`config.mk`:
```
export PLATFORM = sky130hd
export DESIGN_NAME = dma_page_splitter
export DESIGN_NICKNAME = d
export VERILOG_FILES = /design/src/rtl/dma_pgs_pkg.sv /design/src/rtl/dma_pgs_seg.sv /design/src/rtl/dma_pgs_ctrl.sv /design/src/rtl/dma_page_splitter.sv
export SDC_FILE = /design/constraint.sdc
export NUM_CORES = 1
export LEC_CHECK = 0
export BUFFER_PORTS_ARGS = -buffer_cell sky130_fd_sc_hd__clkbuf_2
export CORE_MARGIN = 3
export CORE_UTILIZATION = 55
export CTS_CLUSTER_SIZE = 40
export DETAILED_ROUTE_END_ITERATION = 10
export PLACE_DENSITY = 0.85
export SYNTH_ARGS = -nofsm -noshare
export SYNTH_HDL_FRONTEND = slang
export SYNTH_HIERARCHICAL = 1
export SYNTH_SLANG_ARGS = --single-unit
```
`constraint.sdc`:
```
create_clock -name clk_i -period 12 [get_ports clk_i]
set_clock_uncertainty 0.15 [all_clocks]
set_input_delay 0.6 -clock clk_i [delete_from_list [all_inputs] [get_ports clk_i]]
set_output_delay 0.6 -clock clk_i [all_outputs]
set_load 0.03 [all_outputs]
```
`src/rtl/dma_pgs_pkg.sv`:
```
package dma_pgs_pkg;
  typedef enum logic [3:0] {
    CMD_OUT_MORE = 4'd0,
    CMD_OUT_LAST = 4'd1,
    CMD_IN_MORE  = 4'd2,
    CMD_IN_LAST  = 4'd3,
    CMD_STOP     = 4'd7
  } dma_cmd_e;

  typedef enum logic [1:0] {
    ST_IDLE = 2'd0,
    ST_DATA = 2'd1,
    ST_STOP = 2'd2
  } pgs_state_e;

  localparam logic [1:0] CTRL_NEVER = 2'b00;
endpackage

```
`src/rtl/dma_pgs_seg.sv`:
```
// Length and command of the segment at the current position.
module dma_pgs_seg
  import dma_pgs_pkg::*;
#(
  parameter int LEN_W      = 20,
  parameter int PAGE_BYTES = 4096,
  localparam int PG_W      = $clog2(PAGE_BYTES)
) (
  input  logic [PG_W-1:0]  pg_off_i,
  input  logic [LEN_W-1:0] rem_i,
  input  logic             read_i,
  output logic [LEN_W-1:0] seg_len_o,
  output logic             seg_last_o,
  output dma_cmd_e         seg_cmd_o
);
  logic [LEN_W-1:0] room;

  always_comb begin
    room       = LEN_W'(PAGE_BYTES) - LEN_W'(pg_off_i);
    seg_last_o = (rem_i <= room);
    seg_len_o  = seg_last_o ? rem_i : room;
    if (read_i) seg_cmd_o = seg_last_o ? CMD_IN_LAST : CMD_IN_MORE;
    else        seg_cmd_o = seg_last_o ? CMD_OUT_LAST : CMD_OUT_MORE;
  end
endmodule

```
`src/rtl/dma_pgs_ctrl.sv`:
```
// Chain state and position registers.
module dma_pgs_ctrl
  import dma_pgs_pkg::*;
#(
  parameter int ADDR_W = 32,
  parameter int LEN_W  = 20
) (
  input  logic              clk_i,
  input  logic              rst_ni,
  input  logic              req_fire_i,
  input  logic [ADDR_W-1:0] req_addr_i,
  input  logic [LEN_W-1:0]  req_len_i,
  input  logic              req_read_i,
  input  logic              desc_fire_i,
  input  logic [LEN_W-1:0]  seg_len_i,
  input  logic              seg_last_i,
  output pgs_state_e        state_o,
  output logic [ADDR_W-1:0] addr_o,
  output logic [LEN_W-1:0]  rem_o,
  output logic              read_o
);
  always_ff @(posedge clk_i or negedge rst_ni) begin
    if (!rst_ni) begin
      state_o <= ST_IDLE;
      addr_o  <= '0;
      rem_o   <= '0;
      read_o  <= 1'b0;
    end else begin
      unique case (state_o)
        ST_IDLE: if (req_fire_i) begin
          addr_o  <= req_addr_i;
          rem_o   <= req_len_i;
          read_o  <= req_read_i;
          state_o <= (req_len_i == '0) ? ST_STOP : ST_DATA;
        end
        ST_DATA: if (desc_fire_i) begin
          addr_o <= addr_o + ADDR_W'(seg_len_i);
          rem_o  <= rem_o - seg_len_i;
          if (seg_last_i) state_o <= ST_STOP;
        end
        ST_STOP: if (desc_fire_i) state_o <= ST_IDLE;
        default: state_o <= ST_IDLE;
      endcase
    end
  end
endmodule

```
`src/rtl/dma_page_splitter.sv`:
```
module dma_page_splitter
  import dma_pgs_pkg::*;
#(
  parameter int ADDR_W     = 32,
  parameter int LEN_W      = 20,
  parameter int PAGE_BYTES = 4096,
  localparam int PG_W      = $clog2(PAGE_BYTES)
) (
  input  logic              clk_i,
  input  logic              rst_ni,
  input  logic              req_valid_i,
  output logic              req_ready_o,
  input  logic [ADDR_W-1:0] req_addr_i,
  input  logic [LEN_W-1:0]  req_len_i,
  input  logic              req_read_i,
  output logic              desc_valid_o,
  input  logic              desc_ready_i,
  output logic [3:0]        desc_cmd_o,
  output logic [LEN_W-1:0]  desc_count_o,
  output logic [ADDR_W-1:0] desc_addr_o,
  output logic [1:0]        desc_int_o,
  output logic [1:0]        desc_wait_o,
  output logic [1:0]        desc_branch_o,
  output logic              busy_o
);
  pgs_state_e        state;
  logic [ADDR_W-1:0] addr_q;
  logic [LEN_W-1:0]  rem_q;
  logic              read_q;
  logic [LEN_W-1:0]  seg_len;
  logic              seg_last;
  dma_cmd_e          seg_cmd;
  logic              req_fire, desc_fire;

  assign req_ready_o  = (state == ST_IDLE);
  assign desc_valid_o = (state != ST_IDLE);
  assign busy_o       = (state != ST_IDLE);
  assign req_fire     = req_valid_i && req_ready_o;
  assign desc_fire    = desc_valid_o && desc_ready_i;

  dma_pgs_seg #(.LEN_W(LEN_W), .PAGE_BYTES(PAGE_BYTES)) seg_i (
    .pg_off_i  (addr_q[PG_W-1:0]),
    .rem_i     (rem_q),
    .read_i    (read_q),
    .seg_len_o (seg_len),
    .seg_last_o(seg_last),
    .seg_cmd_o (seg_cmd)
  );

  dma_pgs_ctrl #(.ADDR_W(ADDR_W), .LEN_W(LEN_W)) ctrl_i (
    .clk_i      (clk_i),
    .rst_ni     (rst_ni),
    .req_fire_i (req_fire),
    .req_addr_i (req_addr_i),
    .req_len_i  (req_len_i),
    .req_read_i (req_read_i),
    .desc_fire_i(desc_fire),
    .seg_len_i  (seg_len),
    .seg_last_i (seg_last),
    .state_o    (state),
    .addr_o     (addr_q),
    .rem_o      (rem_q),
    .read_o     (read_q)
  );

  always_comb begin
    if (state == ST_DATA) begin
      desc_cmd_o   = seg_cmd;
      desc_count_o = seg_len;
      desc_addr_o  = addr_q;
    end else begin
      desc_cmd_o   = CMD_STOP;
      desc_count_o = '0;
      desc_addr_o  = '0;
    end
  end

  assign desc_int_o    = CTRL_NEVER;
  assign desc_wait_o   = CTRL_NEVER;
  assign desc_branch_o = CTRL_NEVER;
endmodule

```
==> results of run 1 <==
==> cell usage after synthesis (3+ instances only) <==
cell / count
clkbuf_1: 29
inv_1: 44
a211oi_1: 5
nor4_1: 8
and3b_1: 53
a311oi_1: 7
nand3_1: 8
or3b_1: 3
nand4_1: 5
xnor2_1: 20
a21o_1: 20
a21oi_1: 44
mux2i_1: 15
nor3_1: 12
o22ai_1: 29
dfrtp_1: 55
and3_1: 7
and2_1: 6
nor2b_1: 7
o21ai_0: 51
a2111oi_0: 3
a31oi_1: 7
buf_4: 20
nor2_1: 56
ha_1: 53
a221o_1: 3
o211ai_1: 5
nand2b_1: 5
xor2_1: 18
a221oi_2: 3
or3_1: 8
nand2_1: 75
o21a_1: 8
or2_2: 3
==> stage by stage <==
| stage | hold slack, ns | instance area (sq um) |
|---|---|---|
| final | 0.278 | 6660 |
| after detailed placement | 0.312 | 6560 |
| after floorplan | 0.154 | 6110 |
| after global routing | 0.338 | 6660 |
| after global placement | 0.311 | 6560 |
| after CTS | 0.304 | 6660 |
==> cell type report <==
| cell class | instances | area, sq um | share of cell area (%) |
|---|---|---|---|
| tap | 136 | 170 | 2.55 |
| multi-input combinational | 612 | 4260 | 63.9 |
| inverter | 45 | 169 | 2.54 |
| clock buffer | 6 | 82.6 | 1.24 |
| timing repair buffer | 114 | 588 | 8.83 |
| clock inverter | 2 | 16.3 | 0.244 |
| sequential | 55 | 1380 | 20.7 |
==> path summary, 6_finish.rpt <==
kind | startpoint | end
worst min register to register | ctrl_i/read_o | ctrl_i/read_o
worst min-delay path | rst_ni | ctrl_i/rem_o[0]
worst max-delay path | ctrl_i/addr_o[0] | ctrl_i/addr_o[24]
worst max register to register | ctrl_i/addr_o[0] | ctrl_i/addr_o[24]
min in group clk_i | ctrl_i/read_o | ctrl_i/read_o
max in group asynchronous | rst_ni | ctrl_i/state_o[0]
==> cell families after synthesis <==
group	share of synthesized area [%]
multiplexers	2.73
XOR/XNOR	5.49
flip-flops	22.7
AND/OR/NAND/NOR	25.7
other	0.124
buffers and inverters	7.81
AO/OA/AOI/OAI	23.9
adder cells (fa/ha/maj)	11.6
==> layout by cell type (no fill, tap or decap), drive strengths merged, types with 3 or more instances in the layout <==
cell type | Yosys | routed
nor3 | 12 | 12
dfrtp | 55 | 55
and2 | 7 | 7
o22ai | 29 | 29
nand3 | 9 | 9
a211oi | 6 | 6
nor4 | 9 | 9
a311oi | 7 | 7
conb | 2 | 15
o211ai | 5 | 5
and3b | 53 | 53
nand2 | 75 | 75
a21oi | 46 | 46
nor2b | 7 | 7
clkbuf | 30 | 113
and3 | 7 | 7
or3b | 3 | 3
nand4 | 6 | 6
buf | 26 | 7
nor2 | 57 | 57
ha | 53 | 53
a21o | 21 | 21
inv | 45 | 45
a221oi | 4 | 4
a221o | 3 | 3
o21a | 9 | 9
o21ai | 52 | 52
xnor2 | 20 | 20
xor2 | 18 | 18
a31oi | 8 | 8
a2111oi | 3 | 3
mux2i | 15 | 15
or3 | 10 | 10
nand2b | 5 | 5
or2 | 3 | 3
==> registers in the layout (all words and copies together), names as in the netlist <==
name,cells
ctrl_i/addr_o,32
ctrl_i/rem_o,20
ctrl_i/state_o,2
ctrl_i/read_o,1
==> metal layers <==
metal / vias to the layer above / GRT usage, %
li1: 2884 / -
met1: 2816 / 36.8
met2: 252 / 44.7
met3: 32 / 3.55
met4: 0 / 7.96
met5: - / 0
==> summary.md, run 1 <==
| Metric | Value |
|---|---|
| Total track usage | `27.0%` |
| Via density | `6.17` |
| Cell chain of the critical path | `inv_1 > ha_1 > nor3b_1 > nand2_1 > nor4_1 > xor2_1 > ha_1 > and3_1 > nand4_2 > a211o_1 > a31oi_4 > mux2i_1 > ha_1 > fa_1 > a21o_1 > a211o_1 > o21a_2 > o31a_4 > a221o_1 > a41o_1 > a21oi_2 > a211oi_2` |
| Cts-stage hold buffer count | `0` |
| Cell types with the largest area share after synthesis | `dfrtp_1, ha_1, and3b_1` |
| Distinct cells, synth | `81` |
| Met1 wire length | `7.55 mm` |
| Synthesized cell area | `0.00606 sq mm` |
| Final cell count without fillers | `970` |
| Number of top-level pins | `122` |
| Root buffer cell | `clkbuf_8` |
| Data arrival time of the worst path | `6.77 ns` |
| Placeable core region | `0.0105 sq mm` |
| Clock period minus worst slack | `6.72 ns` |
| Number of hold violations in the final report | `0` |
| Number of buffers and inverters on the critical path | `1` |
| Part of the Yosys area used for sequential elements | `22.7%` |
| Number of nets in the final layout | `945` |
| Total of flip-flops plus latches after synthesis | `55` |
| Fillers | `922` |
| TritonCTS clock tree | `done` |
| Port Buffer Count | `107` |
| Critical path peak fanout | `13` |
| Clock insertion delay at the later pin of the skew report | `0.31 ns` |
| Clock transition at the registers of the reported paths | `0.11 ns` |
| Setup TNS | `0 ns` |
| Number of flops mapped to enable cells by yosys | `0` |
| Share of flip-flops with an asynchronous set or reset | `100%` |
| Global-route wire length before repair | `27.9 mm` |
| H-tree level count | `2` |
| Synthesized instance count | `755` |
| Buffer levels on the longest clock path | `2` |
| Post-CTS Repair Setup Buffers | `0` |
| Met3 Routed Length | `1.18 mm` |
| Initial Utilization | `57.6%` |
| RD Place Congestion | `0.931` |
| Post-route clock period utilization | `56.0%` |
| Vertical extent of the die | `111 um` |
| Number of CTS-inserted buffers | `5` |
| Sink count of the clock tree | `55` |
| Initial antenna violation count | `0` |
| Maximum number of pins on one net before global-route repair | `101` |
| Stages on worst setup path | `22` |
| Top flip-flop cell by instance count after synthesis | `dfrtp_1` |
| Tightest slew margin relative to the limit | `36.1%` |
| Cell type with the highest aggregate area in the netlist | `dfrtp_1` |
| Reported max-cap violation count | `0` |
| Routed Antenna Nets | `0` |
| Element type at the critical path end | `flop` |
| Cell family with most CP delay | `compound AO/OA/AOI/OAI gates` |
| Uppermost metal layer occupied by signal nets | `met4` |
| Delay of the slowest cell on the worst path | `0.57 ns` |
| Post-Route WL | `17.0 mm` |
| Overall via count from detail_route | `5984` |
| Share of the core filled with cells in the final layout | `63.4%` |
| Critical Path Slowest Stage Cell | `a31oi_4` |
| Setup violators final | `0` |
| Pre-CTS setup slack | `5.49 ns` |
| Worst path most repeated cell | `ha_1` |
| Number of global-route vias before repair | `5579` |
| PostCTS Resize Cnt | `0` |
| Layout overhead on the synthesized area | `9.95%` |
| Number of warning messages in the yosys log | `6` |
| Initial detailed-routing violation count | `481` |
| Startpoint-to-endpoint class of the critical path | `reg -> reg` |
| FMAX | `149 MHz` |
| Detailed Routing Iterations Pass 1 | `5` |
| Post-placement cell count | `962` |
| Critical path startpoint category | `flop` |
| Antenna cell count | `0` |
| WL/cell | `17.6 um` |
| Outcome | `finished, final reports clean` |
| Area fraction of the dominant cell type after synthesis | `22.7%` |
| Ratio of cells with drive above 1 in the final layout | `17.9%` |
| Total half-perimeter wirelength after legalization and detailed placement | `12.7 mm` |
| Setup slack of the critical path after layout | `5.28 ns` |
| Die span in x | `111 um` |
| Die area | `0.0123 sq mm` |
| Tightest Hold Check Type | `in -> async` |
| Overall overflow remaining after global route | `0` |
| Residual DRC | `0` |
| Std-Cell Rows | `37` |
| R2r worst-path depth | `22` |
| Unrepaired setup endpoints after global routing | `no` |
| Required arrival time at the worst endpoint | `12.05 ns` |
| Met2 wire length | `7.90 mm` |
| Transition time of the tightest slew-check pin | `0.955 ns` |
| Synth Area per Inst | `8.02 sq um` |
| Slew Limit Fails | `0` |
| Register-to-register path setup slack | `5.28 ns` |
Power of run 1 is left out: the tool's default activity adds up to more than one toggle a clock period on the data nets, which glitch-free logic cannot reach.
==> run 2: changes to the inputs <==
ABC_AREA = 1   (was default)
CORE_UTILIZATION = 53   (was 55)
PLACE_DENSITY = 0.84   (was 0.85)
clock period = 5.9 ns   (was 12 ns; I/O delays follow)
==> run 2 against run 1 <==
The run now ends with negative hold slack left. Utilization decreased by 3.9 points. First-iteration DRC count grew 61%. Worst hold slack lost 0.29 ns. Final cell count rose by 60%. Maximum frequency grew 43%. Critical path depth is 5 higher. Non-clock buffer count decreased by 4. Flip-flop and latch count stayed put. Critical path type unchanged. Critical endpoint is now ctrl_i/rem_o[16].
==> summary.md, run 2 <==
| Metric | Value |
|---|---|
| Outcome | `finished, violations left` |
| Violations in the final reports | `negative hold slack` |
| Data arrival time of the worst path | `4.75 ns` |
| Clock insertion delay at the later pin of the skew report | `0.31 ns` |
| Tightest slew margin relative to the limit | `36.5%` |
| Delay of the slowest cell on the worst path | `0.45 ns` |
| Startpoint-to-endpoint class of the critical path | `reg -> reg` |
| Overall overflow remaining after global route | `0` |
| Overall via count from detail_route | `7913` |
| Number of warning messages in the yosys log | `6` |
| Most common library cells after synthesis | `nand2_1, inv_1, nor2_1, nand3_1, dfrtp_1` |
| Detailed Routing Iterations Pass 1 | `6` |
| Antenna cell count | `0` |
| Critical Path Slowest Stage Cell | `dfrtp_1` |
| Initial Utilization | `54.8%` |
| Number of top-level pins | `122` |
| Total track usage | `27.7%` |
| Buffer levels on the longest clock path | `2` |
| Part of the Yosys area used for sequential elements | `18.8%` |
| FMAX | `213 MHz` |
| Cell types with the largest area share after synthesis | `nand2_1, dfrtp_1, inv_1` |
| Fillers | `1369` |
| Largest register FFs | `32` |
| Maximum number of pins on one net before global-route repair | `78` |
| Std-Cell Rows | `42` |
| H-tree level count | `2` |
| Clock transition at the registers of the reported paths | `0.07 ns` |
| Residual DRC | `0` |
| Initial antenna violation count | `0` |
| Distinct cells, synth | `42` |
| Number of buffers and inverters on the critical path | `3` |
| Area fraction of the dominant cell type after synthesis | `20.1%` |
| Largest registers in the final layout | `ctrl_i/addr_o (32), ctrl_i/rem_o (20), ctrl_i/state_o (2)` |
| Cell family with most CP delay | `simple AND/OR/NAND/NOR gates` |
| Cts-stage hold buffer count | `0` |
| Via density | `5.11` |
| Initial detailed-routing violation count | `773` |
| Slew Limit Fails | `0` |
| Most repeated cell in the gate-level netlist after synthesis | `nand2_1` |
| Synth Area per Inst | `5.70 sq um` |
| Vertical extent of the die | `124 um` |
| Root buffer cell | `clkbuf_16` |
| Critical path peak fanout | `15` |
| Die area | `0.0153 sq mm` |
| Synthesized cell area | `0.00734 sq mm` |
| Reported max-cap violation count | `0` |
| Number of hold violations in the final report | `19` |
| Setup violators final | `0` |
| Unrepaired setup endpoints after global routing | `no` |
| Number of CTS-inserted buffers | `5` |
| Post-Route WL | `20.9 mm` |
| Share of flip-flops with an asynchronous set or reset | `100%` |
| Sink count of the clock tree | `55` |
| Port Buffer Count | `107` |
| WL/cell | `13.5 um` |
| RD Place Congestion | `0.981` |
| Post-route clock period utilization | `79.6%` |
| Routed Antenna Nets | `0` |
| Layout overhead on the synthesized area | `8.65%` |
| Synthesized instance count | `1287` |
| Met1 wire length | `9.72 mm` |
| Element type at the critical path end | `flop` |
| Met2 wire length | `9.37 mm` |
| Number of global-route vias before repair | `6953` |
| Cell type with the highest aggregate area in the netlist | `nand2_1` |
| Number of flops mapped to enable cells by yosys | `0` |
| Top flip-flop cell by instance count after synthesis | `dfrtp_1` |
| Placeable core region | `0.0134 sq mm` |
| Post-route standard cell area excluding fillers | `0.00797 sq mm` |
| PostCTS Resize Cnt | `0` |
| Total half-perimeter wirelength after legalization and detailed placement | `16.1 mm` |
| Setup TNS | `0 ns` |
| Worst path most repeated cell | `nand2_1` |
| Critical path startpoint category | `flop` |
| Post-CTS Repair Setup Buffers | `0` |
| Total area of multi-input combinational cells | `0.00477 sq mm` |
| Number of nets in the final layout | `1483` |
| Total of flip-flops plus latches after synthesis | `55` |
| Required arrival time at the worst endpoint | `5.95 ns` |
| Clock period minus worst slack | `4.70 ns` |
| Ratio of cells with drive above 1 in the final layout | `11.7%` |
| Uppermost metal layer occupied by signal nets | `met4` |
| Commonest non-fill, non-tap cells in the layout | `nand2_1, inv_1, nor2_1, clkbuf_2, nand3_1` |
| Sequential cell area | `0.00138 sq mm` |
| DP Area | `0.00782 sq mm` |
| Global-route wire length before repair | `33.8 mm` |
| Register with the highest flop count | `ctrl_i/addr_o` |
| Most common cell after layout, fill and taps aside | `nand2_1` |
| Tightest Hold Check Type | `in -> async` |
| TritonCTS clock tree | `done` |
| Transition time of the tightest slew-check pin | `0.951 ns` |
| Met3 Routed Length | `1.47 mm` |
| Die span in x | `124 um` |
| Min Hold Slack | `-0.0153 ns` |
run 2: cell type report:
cell class | count | share of cell area, %
Clock buffer | 8 | 1.96
Tap cell | 176 | 2.76
Multi-Input combinational cell | 962 | 59.8
Inverter | 237 | 11.2
Sequential cell | 55 | 17.3
Timing Repair Buffer | 110 | 7.00
run 2: cell families after synthesis:
group | after synthesis | share of synthesized area, %
simple gates | 750 | 43.1
compound gates | 115 | 8.30
buf+inv | 283 | 16.9
fa+ha+maj | 55 | 9.58
xor+xnor | 27 | 3.22
flops | 55 | 18.8
other cells | 2 | 0.102
run 2: metrics by stage:
stage	util [%]	cells	worst slack, ns	hold WS, ns
2_1_floorplan	-	1300	2.02	-0.151
3_3_place_gp	58.3	1540	1.41	0.345
3_5_place_dp	58.3	1540	1.31	0.343
4_1_cts	59.5	1548	1.27	0.0126
5_1_grt	59.5	1548	0.749	0.0515
6_report	59.5	1548	1.20	-0.0153
run 2: routing by layer:
| layer | track usage [%] | vias to the layer above |
|---|---|---|
| met5 | 0 | - |
| met4 | 6.99 | 0 |
| li1 | - | 4088 |
| met3 | 4.72 | 28 |
| met2 | 44.8 | 290 |
| met1 | 38.3 | 3507 |
run 2: worst register-to-register path: stages, from the launching register on:
cell	delay, ns
dfrtp_1	0.45
inv_1	0.13
ha_1	0.22
nand4_1	0.16
nor2_2	0.17
nand2_1	0.10
nor3_2	0.17
inv_1	0.08
ha_1	0.28
nand3_2	0.10
nor2_4	0.14
nand4_4	0.24
nand2_4	0.29
nand2_1	0.08
nand2_1	0.13
ha_1	0.17
inv_1	0.08
fa_1	0.41
nand2_1	0.10
nor2_1	0.05
nor2_1	0.18
o21ai_0	0.24
nand3_1	0.16
nand2_1	0.06
nand2_1	0.05
nand3_1	0.06
nand2_1	0.09
nand2_1	0.05
run 2: final timing paths:
kind                       slack [ns]             start  cells past startpoint           endpoint
setup / recovery                 1.20  ctrl_i/addr_o[0]                     27   ctrl_i/rem_o[16]
hold / removal                  -0.02            rst_ni                      2    ctrl_i/rem_o[2]
setup reg to reg                 1.20  ctrl_i/addr_o[0]                     27   ctrl_i/rem_o[16]
hold reg to reg                  0.37     ctrl_i/read_o                      2      ctrl_i/read_o
max in group asynchronous        5.12            rst_ni                      2  ctrl_i/addr_o[25]
min in group clk_i               0.05        req_read_i                      3      ctrl_i/read_o
Power of run 2 is left out for the same reason.
